$ cat config.mk
export PLATFORM = sky130hd
export DESIGN_NAME = irq_steer_top
export DESIGN_NICKNAME = d
export VERILOG_FILES = /design/src/rtl/irq_steer_pkg.sv /design/src/rtl/irq_sync.sv /design/src/rtl/irq_route.sv /design/src/rtl/irq_regfile.sv /design/src/rtl/irq_steer_top.sv
export SDC_FILE = /design/constraint.sdc
export NUM_CORES = 1
export LEC_CHECK = 0
export BUFFER_PORTS_ARGS = -buffer_cell sky130_fd_sc_hd__buf_2
export CAP_MARGIN = 20
export CELL_PAD_IN_SITES_DETAIL_PLACEMENT = 0
export CELL_PAD_IN_SITES_GLOBAL_PLACEMENT = 1
export CORE_MARGIN = 8
export CORE_UTILIZATION = 30
export DETAILED_ROUTE_END_ITERATION = 6
export GPL_ROUTABILITY_DRIVEN = 1
export GPL_TIMING_DRIVEN = 0
export PLACE_DENSITY = 0.62
export SYNTH_ARGS = -nofsm -noshare
export SYNTH_HDL_FRONTEND = slang
export SYNTH_SLANG_ARGS = --single-unit
$ cat constraint.sdc
create_clock -name clk -period 6.8 [get_ports clk]
set_clock_uncertainty 0.05 [all_clocks]
set_input_delay 1.36 -clock clk [delete_from_list [all_inputs] [get_ports clk]]
set_output_delay 1.36 -clock clk [all_outputs]
set_load 0.03 [all_outputs]
$ cat src/rtl/irq_steer_pkg.sv
package irq_steer_pkg;
  localparam int LINES_PER_BANK = 32;
  localparam int STEER_W        = 4;
  localparam int NUM_LEVELS     = 9;
  localparam int WORDS_PER_BANK = LINES_PER_BANK * STEER_W / 32;
  localparam int NUM_SCRATCH    = 3;

  localparam int ADR_SCRATCH_LAST = 2;
  localparam int ADR_MASK         = 8;
  localparam int ADR_STAT         = 12;
  localparam int ADR_WAKE         = 16;
  localparam int ADR_STEER        = 32;

  typedef enum logic [1:0] {
    RSP_OK      = 2'd0,
    RSP_BADSIZE = 2'd1,
    RSP_NOREG   = 2'd2
  } rsp_code_e;

  typedef enum logic [2:0] {
    K_NONE, K_SCRATCH, K_MASK, K_STAT, K_WAKE, K_STEER
  } reg_kind_e;
endpackage

$ cat src/rtl/irq_sync.sv
module irq_sync #(
  parameter int WIDTH  = 64,
  parameter int STAGES = 2
) (
  input  logic             clk,
  input  logic             rst_n,
  input  logic [WIDTH-1:0] d_i,
  output logic [WIDTH-1:0] q_o
);
  logic [WIDTH-1:0] chain [STAGES];

  always_ff @(posedge clk or negedge rst_n) begin
    if (!rst_n) begin
      for (int s = 0; s < STAGES; s++) chain[s] <= '0;
    end else begin
      chain[0] <= d_i;
      for (int s = 1; s < STAGES; s++) chain[s] <= chain[s-1];
    end
  end

  assign q_o = chain[STAGES-1];
endmodule

$ cat src/rtl/irq_route.sv
module irq_route #(
  parameter int LINES  = 64,
  parameter int NLEV   = 9,
  parameter int FIELDW = 4
) (
  input  logic [LINES-1:0]        pend_i,
  input  logic [LINES*FIELDW-1:0] steer_i,
  output logic [NLEV-1:0]         lvl_o
);
  for (genvar l = 0; l < NLEV; l++) begin : g_lvl
    logic [LINES-1:0] hit;
    for (genvar i = 0; i < LINES; i++) begin : g_line
      assign hit[i] = pend_i[i] && (steer_i[i*FIELDW +: FIELDW] == FIELDW'(l));
    end
    assign lvl_o[l] = |hit;
  end
endmodule

$ cat src/rtl/irq_regfile.sv
module irq_regfile
  import irq_steer_pkg::*;
#(
  parameter int NUM_BANKS = 2,
  parameter int AW        = 6
) (
  input  logic                               clk,
  input  logic                               rst_n,
  input  logic                               req_valid,
  output logic                               req_ready,
  input  logic                               req_write,
  input  logic [AW-1:0]                      req_addr,
  input  logic [2:0]                         req_bytes,
  input  logic [31:0]                        req_wdata,
  output logic                               rsp_valid,
  input  logic                               rsp_ready,
  output logic [31:0]                        rsp_rdata,
  output logic [1:0]                         rsp_code,
  input  logic [NUM_BANKS*LINES_PER_BANK-1:0] status_i,
  output logic [NUM_BANKS*LINES_PER_BANK-1:0] mask_o,
  output logic [NUM_BANKS*WORDS_PER_BANK*32-1:0] steer_o
);
  localparam int NSTEER = NUM_BANKS * WORDS_PER_BANK;
  localparam int SW     = $clog2(NSTEER) + 1;

  logic [31:0] mask_q  [NUM_BANKS];
  logic [31:0] wake_q  [NUM_BANKS];
  logic [31:0] steer_q [NSTEER];
  logic [15:0] scr_q   [NUM_SCRATCH];

  reg_kind_e   kind;
  logic [SW-1:0] sel;
  logic [31:0] rd_full, rd_val;
  rsp_code_e   code_n;
  logic        size_ok, half, accept, wr_en;

  function automatic logic [31:0] merge(input logic [31:0] old_v,
                                        input logic [31:0] new_v,
                                        input logic        lo_only);
    return lo_only ? {old_v[31:16], new_v[15:0]} : new_v;
  endfunction

  assign req_ready = !rsp_valid || rsp_ready;
  assign accept    = req_valid && req_ready;
  assign size_ok   = (req_bytes == 3'd2) || (req_bytes == 3'd4);
  assign half      = (req_bytes == 3'd2);

  always_comb begin
    int a;
    a    = int'(req_addr);
    kind = K_NONE;
    sel  = '0;
    if (a <= ADR_SCRATCH_LAST) begin
      kind = K_SCRATCH; sel = SW'(a);
    end else if (a >= ADR_MASK && a < ADR_MASK + NUM_BANKS) begin
      kind = K_MASK; sel = SW'(a - ADR_MASK);
    end else if (a >= ADR_STAT && a < ADR_STAT + NUM_BANKS) begin
      kind = K_STAT; sel = SW'(a - ADR_STAT);
    end else if (a >= ADR_WAKE && a < ADR_WAKE + NUM_BANKS) begin
      kind = K_WAKE; sel = SW'(a - ADR_WAKE);
    end else if (a >= ADR_STEER && a < ADR_STEER + NSTEER) begin
      kind = K_STEER; sel = SW'(a - ADR_STEER);
    end
  end

  always_comb begin
    rd_full = '0;
    case (kind)
      K_SCRATCH: for (int s = 0; s < NUM_SCRATCH; s++)
                   if (sel == SW'(s)) rd_full = {16'h0, scr_q[s]};
      K_MASK:    for (int b = 0; b < NUM_BANKS; b++)
                   if (sel == SW'(b)) rd_full = mask_q[b];
      K_STAT:    for (int b = 0; b < NUM_BANKS; b++)
                   if (sel == SW'(b)) rd_full = status_i[b*32 +: 32];
      K_WAKE:    for (int b = 0; b < NUM_BANKS; b++)
                   if (sel == SW'(b)) rd_full = wake_q[b];
      K_STEER:   for (int k = 0; k < NSTEER; k++)
                   if (sel == SW'(k)) rd_full = steer_q[k];
      default:   rd_full = '0;
    endcase
    rd_val = half ? {16'h0, rd_full[15:0]} : rd_full;
    if (!size_ok)             code_n = RSP_BADSIZE;
    else if (kind == K_NONE)  code_n = RSP_NOREG;
    else                      code_n = RSP_OK;
  end

  assign wr_en = accept && req_write && (code_n == RSP_OK);

  always_ff @(posedge clk or negedge rst_n) begin
    if (!rst_n) begin
      rsp_valid <= 1'b0;
      rsp_rdata <= '0;
      rsp_code  <= RSP_OK;
      for (int b = 0; b < NUM_BANKS; b++) begin
        mask_q[b] <= '0;
        wake_q[b] <= '1;
      end
      for (int k = 0; k < NSTEER; k++) steer_q[k] <= '0;
      for (int s = 0; s < NUM_SCRATCH; s++) scr_q[s] <= '0;
    end else begin
      if (accept) begin
        rsp_valid <= 1'b1;
        rsp_code  <= code_n;
        rsp_rdata <= (req_write || code_n != RSP_OK) ? 32'h0 : rd_val;
      end else if (rsp_ready) begin
        rsp_valid <= 1'b0;
      end
      if (wr_en) begin
        for (int s = 0; s < NUM_SCRATCH; s++)
          if (kind == K_SCRATCH && sel == SW'(s)) scr_q[s] <= req_wdata[15:0];
        for (int b = 0; b < NUM_BANKS; b++) begin
          if (kind == K_MASK && sel == SW'(b)) mask_q[b] <= merge(mask_q[b], req_wdata, half);
          if (kind == K_WAKE && sel == SW'(b)) wake_q[b] <= merge(wake_q[b], req_wdata, half);
        end
        for (int k = 0; k < NSTEER; k++)
          if (kind == K_STEER && sel == SW'(k)) steer_q[k] <= merge(steer_q[k], req_wdata, half);
      end
    end
  end

  for (genvar b = 0; b < NUM_BANKS; b++) begin : g_mask_out
    assign mask_o[b*32 +: 32] = mask_q[b];
  end
  for (genvar k = 0; k < NSTEER; k++) begin : g_steer_out
    assign steer_o[k*32 +: 32] = steer_q[k];
  end
endmodule

$ cat src/rtl/irq_steer_top.sv
module irq_steer_top
  import irq_steer_pkg::*;
#(
  parameter int NUM_BANKS   = 2,
  parameter int SYNC_STAGES = 2
) (
  input  logic                               clk,
  input  logic                               rst_n,
  input  logic [NUM_BANKS*LINES_PER_BANK-1:0] irq_i,
  input  logic                               req_valid,
  output logic                               req_ready,
  input  logic                               req_write,
  input  logic [5:0]                         req_addr,
  input  logic [2:0]                         req_bytes,
  input  logic [31:0]                        req_wdata,
  output logic                               rsp_valid,
  input  logic                               rsp_ready,
  output logic [31:0]                        rsp_rdata,
  output logic [1:0]                         rsp_code,
  output logic [NUM_LEVELS-1:0]              core_lvl_o
);
  localparam int LINES = NUM_BANKS * LINES_PER_BANK;

  logic [LINES-1:0]         irq_sync_w;
  logic [LINES-1:0]         status_q;
  logic [LINES-1:0]         mask_w;
  logic [LINES*STEER_W-1:0] steer_w;

  irq_sync #(.WIDTH(LINES), .STAGES(SYNC_STAGES)) u_sync (
    .clk(clk), .rst_n(rst_n), .d_i(irq_i), .q_o(irq_sync_w)
  );

  always_ff @(posedge clk or negedge rst_n) begin
    if (!rst_n) status_q <= '0;
    else        status_q <= irq_sync_w;
  end

  irq_regfile #(.NUM_BANKS(NUM_BANKS), .AW(6)) u_regs (
    .clk(clk), .rst_n(rst_n),
    .req_valid(req_valid), .req_ready(req_ready), .req_write(req_write),
    .req_addr(req_addr), .req_bytes(req_bytes), .req_wdata(req_wdata),
    .rsp_valid(rsp_valid), .rsp_ready(rsp_ready), .rsp_rdata(rsp_rdata),
    .rsp_code(rsp_code), .status_i(status_q), .mask_o(mask_w), .steer_o(steer_w)
  );

  irq_route #(.LINES(LINES), .NLEV(NUM_LEVELS), .FIELDW(STEER_W)) u_route (
    .pend_i(status_q & mask_w), .steer_i(steer_w), .lvl_o(core_lvl_o)
  );
endmodule

======== After elaboration in Yosys (flattened, before gate mapping) ========
Cells that the tools add are included.
word-level totals
  bits in registers ....................... 659
  bits of input ports ..................... 110
  output and inout port bits .............. 45
  word-level logic and storage cells ...... 1,315
operators by class
  add/subtract/negate cells ............... 4
  magnitude comparators ................... 9
  eq/ne operators ......................... 526
  muxes and demuxes ....................... 34
  bitwise logic cells ..................... 2
  reduce and logical (&&, ||, !) cells .... 707
operator list
  kind                 number
  $eq 4x3->1 const B   260
  $logic_and 1x1->1    598
  $reduce_or 64->1     9
  $eq 4x2->1 const B   130
  $mux 32              16
  $eq 4x1->1 const B   65
  $logic_not 4->1      65
  $eq 4x4->1 const B   64
  $pmux 32 s5          1
  $and 64x64->64       1
  $mux 16              3
  $reduce_and 3->1     12
  $reduce_and 2->1     15
  $mux 4               5
  $mux 3               5
  $ge 6x4->1 const B   2
  $lt 6x4->1 const B   2
  $eq 3x2->1 const B   3
  $eq 3x3->1 const B   3
  $sub 4x1->4 const B  2
  $sub 4x4->4 const B  2
  $ge 6x5->1 const B   1
  $ge 6x6->1 const B   1
  $le 6x2->1 const B   1
  other kinds (11)     16

======== Depth between registers and ports, before layout ========
  word-level depth ........................ 19
  depth in mapped cells ................... 14
  gate-level depth less buffers ........... 9

======== Cells and area by module ========
A second synthesis with hierarchy kept.
second synthesis, totals
  cells, all modules ...................... 2,958
  area total of the unflattened synthesis .. 33,628.5 um2
modules (own cells, without submodules)
  module         times used  cells each  area an instance (um2)  seq. area each (um2)
  irq_regfile    1           1,772       22,426.5                11,766.3
  irq_route      1           866         5,516.5                 0.0
  irq_sync       1           192         3,683.5                 3,203.1
  irq_steer_top  1           128         2,001.9                 1,601.5

======== Least setup slack after synthesis ========
No wires, ideal clock.
  kind .................................... in2reg
  from .................................... input port req_addr[2]
  to ...................................... register u_regs.steer_q, in the netlist u_regs.steer_o[87]
  setup time .............................. 125 ps
  data arrival time ....................... 3,943 ps
  required time ........................... 6,625 ps
  slack ................................... 2,682 ps
  stages .................................. 10
  buffers on the path ..................... 2
  cells stage by stage .................... clkbuf_1 -> inv_1 -> ha_1 -> nor4b_1 -> o21ai_1 -> a211oi_4 -> o21ai_2 -> nor3_2 -> buf_4 -> mux2_2
on the way
  longest elaborated chain between the ends .. 13
  elaborated cells between the ends (all ways) .. 36
  classes of those cells .................. 4 x add/sub; 9 x order compare; 2 x eq/ne; 12 x mux; 9 x reduce/logical
RTL lines
  what                                             RTL line             source
  start, declared                                  irq_steer_top.sv:13  input logic [5:0] req_addr,
  $ge 6x6->1 / $lt 6x6->1 (equally long branches)  irq_regfile.sv:61    end else if (a >= ADR_STEER && a < ADR_STEER + NSTEER) begin
  $logic_and 1x1->1                                irq_regfile.sv:61
  $mux 3                                           irq_regfile.sv:61
  $mux 3                                           irq_regfile.sv:59    end else if (a >= ADR_WAKE && a < ADR_WAKE + NUM_BANKS) begin
  $mux 3                                           irq_regfile.sv:57    end else if (a >= ADR_STAT && a < ADR_STAT + NUM_BANKS) begin
  $mux 3                                           irq_regfile.sv:55    end else if (a >= ADR_MASK && a < ADR_MASK + NUM_BANKS) begin
  $mux 3                                           irq_regfile.sv:53    if (a <= ADR_SCRATCH_LAST) begin
  $logic_not 3->1                                  irq_regfile.sv:83    else if (kind == K_NONE) code_n = RSP_NOREG;
  $mux 2                                           irq_regfile.sv:83
  $mux 2                                           irq_regfile.sv:82    if (!size_ok) code_n = RSP_BADSIZE;
  $logic_not 2->1                                  irq_regfile.sv:87    assign wr_en = accept && req_write && (code_n == RSP_OK);
  $logic_and 1x1->1                                irq_regfile.sv:87
  $reduce_and 3->1 (no source line) *              n/a
  end signal, assigned by index                    irq_regfile.sv:116   if (kind == K_STEER && sel == SW'(k)) steer_q[k] <= merge(steer_q[k], req_wdata, half);
  end, declared                                    irq_regfile.sv:28    logic [31:0] steer_q [NSTEER];
Mark *: on every way between the ends. The rest lies on a longest branch, timed or not.
A chain may end at the register's enable or synchronous reset.

======== Worst setup path after layout ========
  from .................................... input port req_addr[2]
  to ...................................... register u_regs.rsp_rdata[5]
on the way
  longest elaborated chain between the ends .. 19
  elaborated cells between the ends (all ways) .. 65
  classes of those cells .................. 4 x add/sub; 9 x order compare; 12 x eq/ne; 32 x mux; 8 x reduce/logical
RTL lines
  what                                             RTL line            source
  $ge 6x6->1 / $lt 6x6->1 (equally long branches)  irq_regfile.sv:61
  $logic_and 1x1->1                                irq_regfile.sv:61
  $mux 4                                           irq_regfile.sv:61
  $mux 4                                           irq_regfile.sv:59
  $mux 4                                           irq_regfile.sv:57
  $mux 4                                           irq_regfile.sv:55
  $mux 4                                           irq_regfile.sv:53
  $logic_not 4->1                                  n/a
  $mux 32 (8 in a row)                             irq_regfile.sv:78   if (sel == SW'(k)) rd_full = steer_q[k];
  $pmux 32 s5                                      irq_regfile.sv:68   case (kind)
  $mux 32                                          irq_regfile.sv:81   rd_val = half ? {16'h0, rd_full[15:0]} : rd_full;
  $mux 32 *                                        irq_regfile.sv:104  rsp_rdata <= (req_write || code_n != RSP_OK) ? 32'h0 : rd_val;
  end signal, assigned                             irq_regfile.sv:104
  end, declared                                    irq_regfile.sv:17   output logic [31:0] rsp_rdata,
Marked as above.

==> results.json <==
{
  "cp.required_ns": 7.31,
  "ys_top_cells_by_area": "dfrtp_1 (45%), mux2_2 (14%), dfstp_2 (5.0%)",
  "antenna_found_initial": 21,
  "dp_hpwl_um": 168000,
  "post_cts_resized": 0,
  "routed_via_density": 6.42,
  "drt_pass1_iterations": 7,
  "worstSkewPairLatency_ns": 0.64,
  "holdCritPathClass": "flop to flop",
  "syn_area_um2": 33300,
  "cp.arrival_ns": 6.40,
  "groute.usage.overall": 0.334,
  "die_area_um2": 122000,
  "cts_tree": "done",
  "synth-xor-area-share": 0.000263,
  "maxCapViolations": 0,
  "synth_nets": 3241,
  "synth_edf_count": 0,
  "drc": 0,
  "areaGrowthSynthToFinish_pct": 17.0,
  "layout-drive-gt1-share": 0.261,
  "fin_crit_sh": 0.867,
  "core-area_um2": 111000,
  "htree_levels": 3,
  "period_needed_ns": 5.89,
  "combPwrFrac": 0.094,
  "postLayoutSetupSlackWorst_ns": 0.907,
  "wl_um": 211000,
  "ys_ff_latch": 659,
  "slew_headroom": 0.115,
  "synth_cell_types": 91,
  "yosysWarnings": 0,
  "start_util": 0.302,
  "critPathMaxFanout": 10,
  "synthSimpleGateAreaFrac": 0.184,
  "powerDensity_nw_per_um2": 237,
  "syn_avg_cell_area_um2": 10.7,
  "p_clk_frac": 0.454,
  "post_cts_buffers": 0,
  "post-place-cells": 4804,
  "grt_overflow": 0,
  "first_global_vias": 29617,
  "synth_cells": 3128,
  "synth_top_cell_by_area": "dfrtp_1",
  "p_seq_frac": 0.452,
  "synth_top_family_by_area": "simple AND/OR/NAND/NOR gates",
  "status": "complete, no violations",
  "gp_congestion": 1.07,
  "cts_hold_buf": 0,
  "sw_frac_of_total": 0.279,
  "synthMuxAreaShare": 0.143,
  "clk_pin_slew_ns": 0.07,
  "stdcell_count": 4950,
  "start_kind": "input port",
  "async_reset_ff_frac": 1.00,
  "fin_nets": 3509,
  "wl_per_cell_um": 42.6,
  "cts_root_buffer": "clkbuf_16",
  "intPower_w": 0.00667,
  "grt_max_degree": 119,
  "synth-adder-area-share": 0.00113,
  "ys.flop_type": "dfrtp_1",
  "cts.sink_count": 659,
  "final_max_slew_viol_count": 0,
  "cp-end-kind": "flop",
  "fp-row-count": 122,
  "io_pins": 155,
  "timing.fmax_mhz": 170,
  "die_y_um": 349,
  "grt_pass1_wl_um": 278000,
  "seq_area_frac_synth": 0.497,
  "setup_viol": 0,
  "tightest_slew_ns": 1.32,
  "p_leak_nw": 16.4,
  "rsz0062_at_grt": "false",
  "post-place-ws_ns": 0.579,
  "clockBufferDepth": 3,
  "numCtsBuffers": 73,
  "ir_drop_uv": 209,
  "final_hold_viol_count": 0,
  "ant_nets": 0,
  "path_class": "input port to flop",
  "port_buffers": 153,
  "p_total_w": 0.00925,
  "synth_compound_area_frac": 0.140,
  "die_width_um": 349,
  "switchingPower_w": 0.00258,
  "synth_top_cell_area_share": 0.447,
  "vias": 31757,
  "drt_iter0_drc": 5402
}
## logic make-up (layout without fill, tap and decap cells)
group | after synthesis | in the layout
other | 0 | 9
XOR/XNOR | 1 | 1
AND/OR/NAND/NOR | 1137 | 1137
multiplexers | 422 | 422
buffers and inverters | 277 | 602
AO/OA/AOI/OAI | 629 | 629
adder cells (fa/ha/maj) | 3 | 3
flip-flops | 659 | 659
## worst paths after layout
path,start,end,slack (ns),cells after the start
setup / recovery,req_addr[2],u_regs.rsp_rdata[5],0.91,12
hold / removal,u_sync.q_o[42],status_q[42],0.29,0
setup reg to reg,u_regs.rsp_valid,u_regs.steer_o[14],3.03,8
hold reg to reg,u_sync.q_o[42],status_q[42],0.29,0
max in group asynchronous,rst_n,status_q[23],4.21,4
min in group asynchronous,rst_n,u_regs.scr_q[10],0.53,1
## cells in the mapped netlist, types with 44 or more instances
master / number
o22ai_1: 62
dfrtp_1: 595
nor2_1: 182
o21ai_0: 92
nor3_1: 184
nand2_1: 257
clkbuf_1: 170
a221oi_1: 50
nand3_1: 85
a22oi_1: 59
mux2_2: 404
or3_1: 44
nor4_1: 51
nor3b_1: 78
dfstp_2: 64
a21oi_1: 51
## routing by layer
metal / up-vias / global-route usage / routed length [um]
met2: 2320 / 0.483 / 87400
met3: 537 / 0.0785 / 21600
li1: 12403 / - / -
met5: - / 0 / 59
met4: 10 / 0.201 / 15800
met1: 16487 / 0.453 / 86000
## placed cells by master (no fill, tap or decap), types with 44 or more instances in the layout
master	count
nor3b_1	77
buf_2	204
nand3_1	85
o22ai_1	62
mux2_2	404
a221oi_1	50
clkbuf_1	181
a21oi_1	51
nor3_1	181
o21ai_0	92
nand2_1	257
clkbuf_16	73
nor2_1	182
dfstp_2	64
or3_1	44
a22oi_1	59
dfrtp_1	595
nor4_1	50
## state kept, by name, summed over array words and instances (netlist names)
name,flops
u_regs.wake_q,64
u_regs.rsp_code,2
status_q,64
u_regs.rsp_rdata,32
u_regs.mask_o,64
u_regs.steer_o,256
u_regs.scr_q,48
u_sync.q_o,64
u_sync.chain,64
u_regs.rsp_valid,1
## through the flow
stage          hold slack, ns  utilization  setup TNS (ns)  area, um2
3_5_place_dp            0.285        0.330               0      36400
5_1_grt                 0.289        0.353               0      39000
3_3_place_gp            0.281        0.325        -6124.97      36000
2_1_floorplan           0.281            -               0      33300
4_1_cts                 0.291        0.352               0      38900
6_report                0.289        0.353               0      39000
## layout make-up
class,instances,area [um2]
Clock buffer,97,2040
Inverter,39,146
Buffer,238,1010
Clock inverter,35,480
Sequential cell,659,16600
Fill cell,11397,71500
Antenna cell,9,22.5
Timing Repair Buffer,193,1240
Tap cell,1488,1860
Multi-Input combinational cell,2192,15600
## worst max-delay path, cell delays in order
cell and delay, ns:
buf_2 0.12, clkbuf_1 0.37, inv_1 0.17, ha_1 0.26, nor4b_1 0.43, o21a_1 0.45, o211ai_1 0.32, clkbuf_1 0.52
nor2_1 1.01, clkbuf_1 0.66, a222oi_1 0.45, o22ai_1 0.27
## power groups by stage
stage               logic [W]  clock network [W]  registers (W)
global placement     0.000805                  0        0.00425
floorplan            0.000350                  0        0.00417
CTS                  0.000828            0.00425        0.00418
global route         0.000882            0.00440        0.00419
finish               0.000866            0.00420        0.00419
detailed placement   0.000826                  0        0.00425
No activity file was read; power rests on OpenSTA's default activity.
